$ cat src/rtl/swb_pkg.sv
package swb_pkg;

  typedef enum logic [1:0] {
    OP_NOP   = 2'b00,
    OP_RESET = 2'b01,
    OP_WRITE = 2'b10,
    OP_READ  = 2'b11
  } op_e;

  typedef enum logic [1:0] {
    ST_IDLE = 2'b00,
    ST_LOW  = 2'b01,
    ST_HIGH = 2'b10
  } state_e;

  // strobes from control to datapath
  typedef struct packed {
    logic load;      // latch command, clear elapsed counter
    logic run;       // count ticks
    logic sampleEn;  // line released, sampling allowed
  } strobe_t;

endpackage

$ cat src/rtl/swb_sync.sv
module swb_sync #(
  parameter int STAGES = 2
) (
  input  logic clk,
  input  logic rstN,
  input  logic lineIn,
  output logic lineOut
);

  logic [STAGES-1:0] q;
  logic armed;

  generate
    for (genvar i = 0; i < STAGES; i++) begin : g_stage
      if (i == 0) begin : g_first
        always_ff @(posedge clk or negedge rstN) begin
          if (!rstN) q[i] <= 1'b1;
          else       q[i] <= lineIn;
        end
        assert_sync_first_R9: assert property (@(posedge clk) disable iff (!rstN)
          armed |-> q[i] == $past(lineIn));
      end else begin : g_next
        always_ff @(posedge clk or negedge rstN) begin
          if (!rstN) q[i] <= 1'b1;
          else       q[i] <= q[i-1];
        end
        assert_sync_chain_R9: assert property (@(posedge clk) disable iff (!rstN)
          armed |-> q[i] == $past(q[i-1]));
      end
    end
  endgenerate

  always_ff @(posedge clk or negedge rstN) begin
    if (!rstN) armed <= 1'b0;
    else       armed <= 1'b1;
  end

  assign lineOut = q[STAGES-1];

endmodule

$ cat src/rtl/swb_ctrl.sv
module swb_ctrl
  import swb_pkg::*;
(
  input  logic      clk,
  input  logic      rstN,
  input  logic      cmdValid,
  input  logic [1:0] cmdOp,
  input  logic      evLowEnd,
  input  logic      evFinish,
  output strobe_t   stb,
  output logic      pullLow,
  output logic      busy,
  output logic      done
);

  state_e state, stateNext;
  logic accept;

  assign accept = cmdValid && (state == ST_IDLE) && (cmdOp != OP_NOP);

  always_comb begin
    stateNext = state;
    unique case (state)
      ST_IDLE: if (accept)   stateNext = ST_LOW;
      ST_LOW:  if (evLowEnd) stateNext = ST_HIGH;
      ST_HIGH: if (evFinish) stateNext = ST_IDLE;
      default: stateNext = ST_IDLE;
    endcase
  end

  always_ff @(posedge clk or negedge rstN) begin
    if (!rstN) begin
      state   <= ST_IDLE;
      pullLow <= 1'b0;
      busy    <= 1'b0;
      done    <= 1'b0;
    end else begin
      state   <= stateNext;
      pullLow <= (stateNext == ST_LOW);
      busy    <= (stateNext != ST_IDLE);
      done    <= (state == ST_HIGH) && evFinish;
    end
  end

  always_comb begin
    stb.load     = accept;
    stb.run      = (state != ST_IDLE);
    stb.sampleEn = (state == ST_HIGH);
  end

  assert_done_single_R7: assert property (@(posedge clk) disable iff (!rstN)
    done |=> !done);

  assert_done_idle_R7: assert property (@(posedge clk) disable iff (!rstN)
    done |-> !busy);

  assert_low_in_slot_R4: assert property (@(posedge clk) disable iff (!rstN)
    pullLow |-> busy);

endmodule

$ cat src/rtl/swb_datapath.sv
module swb_datapath
  import swb_pkg::*;
#(
  parameter int CNT_W       = 10,
  parameter int STD_RST_LOW = 480,
  parameter int STD_RST_HI  = 480,
  parameter int STD_PRES    = 70,
  parameter int STD_W1L     = 6,
  parameter int STD_W0L     = 60,
  parameter int STD_SLOT    = 70,
  parameter int STD_RD      = 15,
  parameter int STD_REC     = 5,
  parameter int OD_RST_LOW  = 48,
  parameter int OD_RST_HI   = 48,
  parameter int OD_PRES     = 8,
  parameter int OD_W1L      = 1,
  parameter int OD_W0L      = 8,
  parameter int OD_SLOT     = 10,
  parameter int OD_RD       = 2,
  parameter int OD_REC      = 2
) (
  input  logic       clk,
  input  logic       rstN,
  input  logic       usTick,
  input  strobe_t    stb,
  input  logic [1:0] cmdOp,
  input  logic       cmdBit,
  input  logic       overdrive,
  input  logic       lineSync,
  output logic       evLowEnd,
  output logic       evFinish,
  output logic       presence,
  output logic       readBit
);

  typedef logic [CNT_W-1:0] cnt_t;

  localparam cnt_t S_RST_LOW = cnt_t'(STD_RST_LOW);
  localparam cnt_t S_RST_TOT = cnt_t'(STD_RST_LOW + STD_RST_HI);
  localparam cnt_t S_PRES_AT = cnt_t'(STD_RST_LOW + STD_PRES);
  localparam cnt_t S_W1L     = cnt_t'(STD_W1L);
  localparam cnt_t S_W0L     = cnt_t'(STD_W0L);
  localparam cnt_t S_RD_AT   = cnt_t'(STD_RD);
  localparam cnt_t S_SLOT_T  = cnt_t'(STD_SLOT + STD_REC);
  localparam cnt_t O_RST_LOW = cnt_t'(OD_RST_LOW);
  localparam cnt_t O_RST_TOT = cnt_t'(OD_RST_LOW + OD_RST_HI);
  localparam cnt_t O_PRES_AT = cnt_t'(OD_RST_LOW + OD_PRES);
  localparam cnt_t O_W1L     = cnt_t'(OD_W1L);
  localparam cnt_t O_W0L     = cnt_t'(OD_W0L);
  localparam cnt_t O_RD_AT   = cnt_t'(OD_RD);
  localparam cnt_t O_SLOT_T  = cnt_t'(OD_SLOT + OD_REC);

  op_e  opQ;
  logic bitQ;
  logic odQ;
  cnt_t elapsed, nextElapsed;
  cnt_t lowLen, sampleAt, totalLen;
  logic atTick, evSample;

  // command latch and elapsed-tick counter
  always_ff @(posedge clk or negedge rstN) begin
    if (!rstN) begin
      opQ     <= OP_NOP;
      bitQ    <= 1'b0;
      odQ     <= 1'b0;
      elapsed <= '0;
    end else if (stb.load) begin
      opQ     <= op_e'(cmdOp);
      bitQ    <= cmdBit;
      odQ     <= overdrive;
      elapsed <= '0;
    end else if (atTick) begin
      elapsed <= nextElapsed;
    end
  end

  // window selection per operation and speed
  always_comb begin
    lowLen   = odQ ? O_W1L : S_W1L;
    sampleAt = '0;
    totalLen = odQ ? O_SLOT_T : S_SLOT_T;
    unique case (opQ)
      OP_RESET: begin
        lowLen   = odQ ? O_RST_LOW : S_RST_LOW;
        sampleAt = odQ ? O_PRES_AT : S_PRES_AT;
        totalLen = odQ ? O_RST_TOT : S_RST_TOT;
      end
      OP_WRITE: begin
        if (!bitQ) lowLen = odQ ? O_W0L : S_W0L;
      end
      OP_READ: begin
        sampleAt = odQ ? O_RD_AT : S_RD_AT;
      end
      default: ;
    endcase
  end

  assign atTick      = stb.run && usTick;
  assign nextElapsed = elapsed + cnt_t'(1);
  assign evLowEnd    = atTick && (nextElapsed == lowLen);
  assign evFinish    = atTick && (nextElapsed == totalLen);
  assign evSample    = atTick && stb.sampleEn && (opQ != OP_WRITE) &&
                       (nextElapsed == sampleAt);

  always_ff @(posedge clk or negedge rstN) begin
    if (!rstN) begin
      presence <= 1'b0;
      readBit  <= 1'b0;
    end else if (evSample) begin
      if (opQ == OP_RESET) presence <= !lineSync;
      else                 readBit  <= lineSync;
    end
  end

  assert_window_bound_R2: assert property (@(posedge clk) disable iff (!rstN)
    stb.run |-> elapsed < totalLen);

  assert_presence_src_R3: assert property (@(posedge clk) disable iff (!rstN)
    !$stable(presence) |-> $past(opQ == OP_RESET && stb.sampleEn));

  assert_readbit_src_R5: assert property (@(posedge clk) disable iff (!rstN)
    !$stable(readBit) |-> $past(opQ == OP_READ && stb.sampleEn));

  assert_speed_held_R8: assert property (@(posedge clk) disable iff (!rstN)
    (stb.run && !stb.load) |=> $stable(odQ));

endmodule

$ cat src/rtl/swb_master.sv
module swb_master #(
  parameter int SYNC_STAGES = 2,
  parameter int STD_RST_LOW = 480,
  parameter int STD_RST_HI  = 480,
  parameter int STD_PRES    = 70,
  parameter int STD_W1L     = 6,
  parameter int STD_W0L     = 60,
  parameter int STD_SLOT    = 70,
  parameter int STD_RD      = 15,
  parameter int STD_REC     = 5,
  parameter int OD_RST_LOW  = 48,
  parameter int OD_RST_HI   = 48,
  parameter int OD_PRES     = 8,
  parameter int OD_W1L      = 1,
  parameter int OD_W0L      = 8,
  parameter int OD_SLOT     = 10,
  parameter int OD_RD       = 2,
  parameter int OD_REC      = 2
) (
  input  logic       clk,
  input  logic       rstN,
  input  logic       usTick,
  input  logic       overdrive,
  input  logic       cmdValid,
  input  logic [1:0] cmdOp,
  input  logic       cmdBit,
  output logic       busy,
  output logic       done,
  output logic       presence,
  output logic       readBit,
  output logic       busPullLow,
  input  logic       busLineIn
);

  import swb_pkg::*;

  localparam int STD_MAX = (STD_RST_LOW + STD_RST_HI > STD_SLOT + STD_REC) ?
                           STD_RST_LOW + STD_RST_HI : STD_SLOT + STD_REC;
  localparam int OD_MAX  = (OD_RST_LOW + OD_RST_HI > OD_SLOT + OD_REC) ?
                           OD_RST_LOW + OD_RST_HI : OD_SLOT + OD_REC;
  localparam int MAX_TOT = (STD_MAX > OD_MAX) ? STD_MAX : OD_MAX;
  localparam int CNT_W   = $clog2(MAX_TOT + 1);

  strobe_t stb;
  logic lineSync, evLowEnd, evFinish;

  swb_sync #(.STAGES(SYNC_STAGES)) u_sync (
    .clk(clk), .rstN(rstN), .lineIn(busLineIn), .lineOut(lineSync)
  );

  swb_ctrl u_ctrl (
    .clk(clk), .rstN(rstN), .cmdValid(cmdValid), .cmdOp(cmdOp),
    .evLowEnd(evLowEnd), .evFinish(evFinish), .stb(stb),
    .pullLow(busPullLow), .busy(busy), .done(done)
  );

  swb_datapath #(
    .CNT_W(CNT_W),
    .STD_RST_LOW(STD_RST_LOW), .STD_RST_HI(STD_RST_HI), .STD_PRES(STD_PRES),
    .STD_W1L(STD_W1L), .STD_W0L(STD_W0L), .STD_SLOT(STD_SLOT),
    .STD_RD(STD_RD), .STD_REC(STD_REC),
    .OD_RST_LOW(OD_RST_LOW), .OD_RST_HI(OD_RST_HI), .OD_PRES(OD_PRES),
    .OD_W1L(OD_W1L), .OD_W0L(OD_W0L), .OD_SLOT(OD_SLOT),
    .OD_RD(OD_RD), .OD_REC(OD_REC)
  ) u_dp (
    .clk(clk), .rstN(rstN), .usTick(usTick), .stb(stb), .cmdOp(cmdOp),
    .cmdBit(cmdBit), .overdrive(overdrive), .lineSync(lineSync),
    .evLowEnd(evLowEnd), .evFinish(evFinish),
    .presence(presence), .readBit(readBit)
  );

  assert_start_accepted_R6: assert property (@(posedge clk) disable iff (!rstN)
    $rose(busPullLow) |-> $past(cmdValid) && !$past(busy));

endmodule

$ cat config.mk
export PLATFORM = sky130hd
export DESIGN_NAME = swb_master
export DESIGN_NICKNAME = d
export VERILOG_FILES = /design/src/rtl/swb_pkg.sv /design/src/rtl/swb_sync.sv /design/src/rtl/swb_ctrl.sv /design/src/rtl/swb_datapath.sv /design/src/rtl/swb_master.sv
export SDC_FILE = /design/constraint.sdc
export NUM_CORES = 1
export LEC_CHECK = 0
export BUFFER_PORTS_ARGS = -buffer_cell sky130_fd_sc_hd__buf_2
export CAP_MARGIN = 20
export CORE_ASPECT_RATIO = 0.8
export CORE_MARGIN = 2
export CORE_UTILIZATION = 64
export DETAILED_ROUTE_END_ITERATION = 8
export PLACE_DENSITY = 0.95
export SYNTH_ARGS = -nofsm -noshare
export SYNTH_HDL_FRONTEND = slang
export SYNTH_SLANG_ARGS = --single-unit
$ cat constraint.sdc
create_clock -name clk -period 6.8 [get_ports clk]
set_input_delay 0 -clock clk [delete_from_list [all_inputs] [get_ports clk]]
set_output_delay 0 -clock clk [all_outputs]
set_load 0.005 [all_outputs]
# After elaboration in Yosys (flattened, before gate mapping)
# Index checks and enable logic that the tools add are counted.
[word_totals]
n_memories = 0
reg_bits = 23
rom_bits = 0
ramBits = 0
inputBits = 9
word_cells = 58
latch_bits = 0
output_inout_bits = 5
[classes]
bitwise = 1
n_mux = 17
reduce_logical = 17
n_div = 0
magnitude_cmp = 0
shift = 0
add_sub_neg = 1
n_eq_ne = 10
n_mul = 0
[op_table]
columns = ["cell", "n"]
rows = [
  ["10-bit 2-to-1 mux", 6],
  ["10-bit case mux with 2 select lines", 2],
  ["10-bit == test", 3],
  ["10-bit by 1-bit adder with 10-bit output (second input constant)", 1],
  ["1-bit logical AND", 9],
  ["9-bit 2-to-1 mux", 1],
  ["2-bit nonzero test", 4],
  ["7-bit 2-to-1 mux", 1],
  ["2-bit by 1-bit == test with 1-bit output (second input constant)", 3],
  ["2-bit == test (second input constant)", 3],
  ["2-bit 2-to-1 mux", 3],
  ["6-bit 2-to-1 mux", 1],
  ["2-bit case mux with 3 select lines", 1],
  ["4-bit 2-to-1 mux", 1],
  ["2-bit AND reduction", 2],
  ["3-bit 2-to-1 mux", 1],
  ["2-bit logical NOT", 1],
  ["2-bit inequality test (second input constant)", 1],
  ["1-bit logical NOT", 1],
  ["1-bit inverter", 1],
]

# Logic depth before layout (Yosys ltp)
[depth]
word_depth = 8
mapped_depth = 9
mapped_depth_nobuf = 8

# Cells and area by module
# A second synthesis with hierarchy kept.
[hier_totals]
hier_cells = 209
area_unflattened_um2 = 1823.0
[modules_own_cells]
columns = ["module", "instances", "cells_per_inst", "area_each_um2", "seq_area_each_um2"]
rows = [
  ["swb_datapath", 1, 189, 1566.5, 400.4],
  ["swb_ctrl", 1, 18, 203.9, 125.1],
  ["swb_sync", 1, 2, 52.6, 52.6],
]

# Worst setup path after synthesis
# Ideal clock, no wire load.
[synth_path]
path_kind = "reg2reg"
start = "register u_dp.opQ[0]"
end = "register u_ctrl.state[1]"
period_less_slack_ps = 2247
path_stages_with_launch = 9
setup_slack_ps = 4553
setup_time_ps = 82
t_required_ps = 6718
n_path_buf = 0
t_arrival_ps = 2164
cell_sequence = "dfrtp_1 inv_1 ha_1 a21oi_1 or3_1 a2111oi_1 o2111ai_1 or4_1 o22ai_1"
[synth_via]
elab_chain_len = 6
word_cells_on_any_way = 11
classes_between = "4 x eq/ne; 5 x mux; 2 x reduce/logical"
[synth_lines]
columns = ["item", "line_no", "text"]
rows = [
  ["from (decl)", "swb_datapath.sv:53", "op_e opQ;"],
  ["from (signal assigned)", "swb_datapath.sv:68", "opQ <= op_e'(cmdOp);"],
  ["2-bit == test / 2-bit by 1-bit == test with 1-bit output (equally long branches)", "swb_datapath.sv:82", "unique case (opQ)"],
  ["10-bit case mux with 2 select lines / 10-bit 2-to-1 mux (equally long branches)", "swb_datapath.sv:82", ""],
  ["10-bit == test (on tied branches)", "swb_datapath.sv:100, swb_datapath.sv:101", ""],
  ["1-bit logical AND (on tied branches)", "swb_datapath.sv:100, swb_datapath.sv:101", ""],
  ["2-bit 2-to-1 mux (on tied branches)", "swb_ctrl.sv:25, swb_ctrl.sv:26", ""],
  ["2-bit case mux with 3 select lines (*)", "swb_ctrl.sv:23", "unique case (state)"],
  ["net u_ctrl.stateNext[1]", "swb_ctrl.sv:16", "state_e state, stateNext;"],
  ["to (signal assigned)", "swb_ctrl.sv:38", "state <= stateNext;"],
  ["to (decl)", "swb_ctrl.sv:16", ""],
]
# Mark *: on every way through the listed nets, which the timed path passes. The rest lies on a longest branch.
# A chain may end at the register's enable or synchronous reset.

# Worst setup path in the final report
[layout_path]
start = "register u_dp.elapsed[0]"
end = "register u_dp.readBit"
[layout_via]
elab_chain_len = 4
[layout_lines]
columns = ["item", "line_no", "text"]
rows = [
  ["from (decl)", "swb_datapath.sv:56", "cnt_t elapsed, nextElapsed;"],
  ["from (signal assigned)", "swb_datapath.sv:73", "elapsed <= nextElapsed;"],
  ["10-bit by 1-bit adder with 10-bit output", "swb_datapath.sv:99", "assign nextElapsed = elapsed + cnt_t'(1);"],
  ["10-bit == test", "swb_datapath.sv:103", "(nextElapsed == sampleAt);"],
  ["1-bit logical AND", "swb_datapath.sv:102", "assign evSample = atTick && stb.sampleEn && (opQ != OP_WRITE) &&"],
  ["2-bit AND reduction (no source line)", "--", ""],
  ["to (signal assigned)", "swb_datapath.sv:111", "else readBit <= lineSync;"],
  ["to (decl)", "swb_datapath.sv:33", "output logic readBit"],
]
# Every way passes these cells.

==> summary.txt <==
Setup path
  – Launch point of the worst reg-to-reg path: u_dp.elapsed[0]
  – Slowest-stage cell, CP: dfrtp_1
  – Crit start category: flip-flop
  – Worst Path Max Fanout: 12
  – Worst setup EP type: flip-flop
  – Worst reg2reg path depth: 7
  – Critical Path AT: 2930 ps
  – Critical Path RT: 7040 ps
  – Critical path cell sequence: ha_1, xor2_2, xnor2_1, nor4b_1, o2111ai_1, nor4_1, mux2_1
  – Crit Path Category: flip-flop to flip-flop
  – R2r setup slk: 4110 ps
  – Crit-path max cell delay: 570 ps
  – RR Endpoint: u_dp.readBit

Synthesis
  – Netlist cell types: 55
  – Post-synthesis register bit count: 23
  – Yosys warnings: 0
  – Post-synthesis cell area: 1764 sq um
  – Gate Count Post-Synth: 198
  – Post-synth EDFFs: 0
  – Avg Inst Size Synth: 8.910 sq um
  – Post-synth net total: 212
  – Register area share after synthesis: 32.77%
  – Primary FF master, synth: dfrtp_1
  – Synth async-reset ratio: 100.0%

Finish
  – Fillers: 196
  – Largest Register: u_dp.elapsed
  – N_diodes: 0
  – Final Instance Area: 1934 sq um
  – Final core occ: 72.18%
  – Non-filler cells in the finished layout: 250
  – Regs by FF count: u_dp.elapsed x10, u_ctrl.state x2, u_dp.opQ x2
  – Commonest non-fill, non-tap cell in the layout: nand2_1
  – Share of cells above drive strength 1: 16.04%
  – Max reg flops: 10
  – P&R area growth vs syn: 9.646%
  – Fin nets: 227
  – Most frequent cells in the layout: nand2_1 (23), dfrtp_1 (21), o21ai_0 (17)

Global routing
  – Pin count of the biggest net entering global routing: 24
  – Initial antenna violation count: 0
  – Total track usage: 28.45%
  – First-pass GRT wire length: 6962 um
  – Vias in the first global route: 1503
  – Total gr overflow: 0

Drt
  – DR vias: 1528
  – DRT antenna net count: 0
  – Average wire per standard cell: 15.66 um
  – Via-to-Cell Ratio: 6.112
  – Final wirelength: 3915 um
  – DR pass1 iterations: 4
  – DRC viols: 0
  – DRT iter0 DRCs: 81

Clocking
  – Root Buffer: clkbuf_4
  – Clk sinks: 23
  – CTS max path bufs: 2
  – Post-cts resize count: 0
  – CTS clk-pin slew, worst paths: 140 ps
  – TritonCTS Buffers: 3
  – Clock latency on the worst-skew pair: 330 ps
  – H-tree depth: 1
  – TritonCTS clock tree: built

Run
  – Max cap viols: 0

Die
  – # rows: 17
  – Die width: 62.70 um
  – Initial Util: 65.83%
  – Top-Level Pins: 14
  – Die area: 3195 sq um
  – Die Y: 50.96 um
  – Core area: 2680 sq um

STA
  – Final hold vios: 0
  – Worst-margin pin slew: 710.4 ps
  – Tcrit/Tclk final: 39.59%
  – Fmax: 0.3715 GHz
  – Final setup vio count: 0
  – Slew HR: 52.52%
  – Setup TNS: 0 ps
  – Pins Over Slew Limit: 0
  – Clock skew: 1.850 ps
  – Fin crit period: 2692 ps
  – Unrepaired setup endpoints after global routing: no

Placement
  – Port Buffers: 13
  – Hpwl dp: 2822 um
  – Placed cell areas: 1844 sq um
  – Inst Count DP: 240
  – Gpl congestion: 0.9728

Worst hold path
  – Min-Delay Path Depth: 3
  – Worst Hold Path EP: u_dp.elapsed[1]
  – Hold Crit Class: input port to flip-flop
  – Hold Startpoint: cmdValid

Power and ir drop
  – VDD IR max: 0.2496 mV
  – P_leak: 0.7542 nW
  – Power Dens Cells: 329.6 nW/um^2
  – Power consumption: 0.6376 mW

Outcome
  – Status: finished clean
==> worst max path at each step <==
stage,from,to,slack [ps],cells past startpoint
3_3_place_gp,u_dp.elapsed[0],u_dp.readBit,4330,7
2_1_floorplan,u_dp.opQ[0],u_ctrl.state[1],4550,8
3_5_place_dp,u_dp.elapsed[0],u_dp.readBit,4130,7
5_1_grt,u_dp.elapsed[0],u_dp.readBit,3850,7
4_1_cts,u_dp.elapsed[0],u_dp.readBit,4090,7
6_report,u_dp.elapsed[0],u_dp.readBit,4110,7
==> cell usage after synthesis, drive strengths merged (3+ instances only) <==
cell / instances / share of area, %
a21oi: 5 / 1.4
buf: 7 / 2.2
clkbuf: 4 / 0.85
dfrtp: 21 / 30
ha: 5 / 3.5
inv: 8 / 1.7
mux2: 3 / 1.9
nand2: 23 / 4.9
nand2b: 4 / 1.4
nand3: 4 / 1.7
nand4: 4 / 2.3
nor2: 11 / 3.3
nor3: 10 / 3.5
nor4: 3 / 1.1
nor4b: 6 / 3.0
o2111ai: 3 / 1.5
o211ai: 3 / 1.3
o21a: 5 / 2.1
o21ai: 17 / 4.8
o22ai: 4 / 1.4
xnor2: 12 / 6.0
xor2: 5 / 2.9
==> report_power, final <==
group,leakage [nW],internal [mW],switching (mW)
Combinational,0.452,0.148,0.204
Sequential,0.288,0.168,0.0479
Clock,0.0139,0.0226,0.0471
==> layer usage <==
| metal | vias up | share of wire (%) | GRT usage [%] |
|---|---|---|---|
| met5 | - | 0 | 0 |
| met4 | 0 | 0.74 | 8.148 |
| met3 | 5 | 7.6 | 6.388 |
| met2 | 51 | 46 | 45.70 |
| met1 | 717 | 46 | 39.06 |
| li1 | 755 | - | - |
==> cell families (layout without fill, tap and decap cells) <==
group	after synthesis	count (layout)	synth area share [%]
AO/OA/AOI/OAI	53	53	20.50
XOR/XNOR	18	18	10.14
adder cells (fa/ha/maj)	5	5	3.546
buffers and inverters	19	33	4.751
flip-flops	23	23	32.77
multiplexers	4	4	2.482
AND/OR/NAND/NOR	76	76	25.82
==> layout make-up <==
cell class              count  area [sq um]  area share (%)
clock inverters             1         7.507          0.3881
multi-input cells         156          1109           57.31
inverters                   8         30.03           1.552
repair buffers             21         140.1           7.244
well taps                  38         47.55           2.458
flip-flops and latches     23         578.1           29.88
clock buffers               3         22.52           1.164
==> stage by stage <==
stage	setup slack, ps	hold slack [ps]
3_5_place_dp	4129	2.132
6_report	4108	118.9
2_1_floorplan	4553	-295.6
3_3_place_gp	4333	-0.4277
5_1_grt	3851	148.0
4_1_cts	4095	124.6
==> worst max-delay path: cells and delay by family (launching register included) <==
family / cells / cell delay [ps]
AO/OA/AOI/OAI: 1 / 200
XOR/XNOR: 2 / 390
adder cells (fa/ha/maj): 1 / 430
flip-flops: 1 / 570
multiplexers: 1 / 350
AND/OR/NAND/NOR: 2 / 660
==> timing repair <==
| action | 4_1_cts | 5_1_grt |
|---|---|---|
| endpoints found under the hold margin | 28 | 0 |
| buffers inserted | 0 | 0 |
| hold buffers | 6 | 0 |
(Power assumes the default switching activity.)
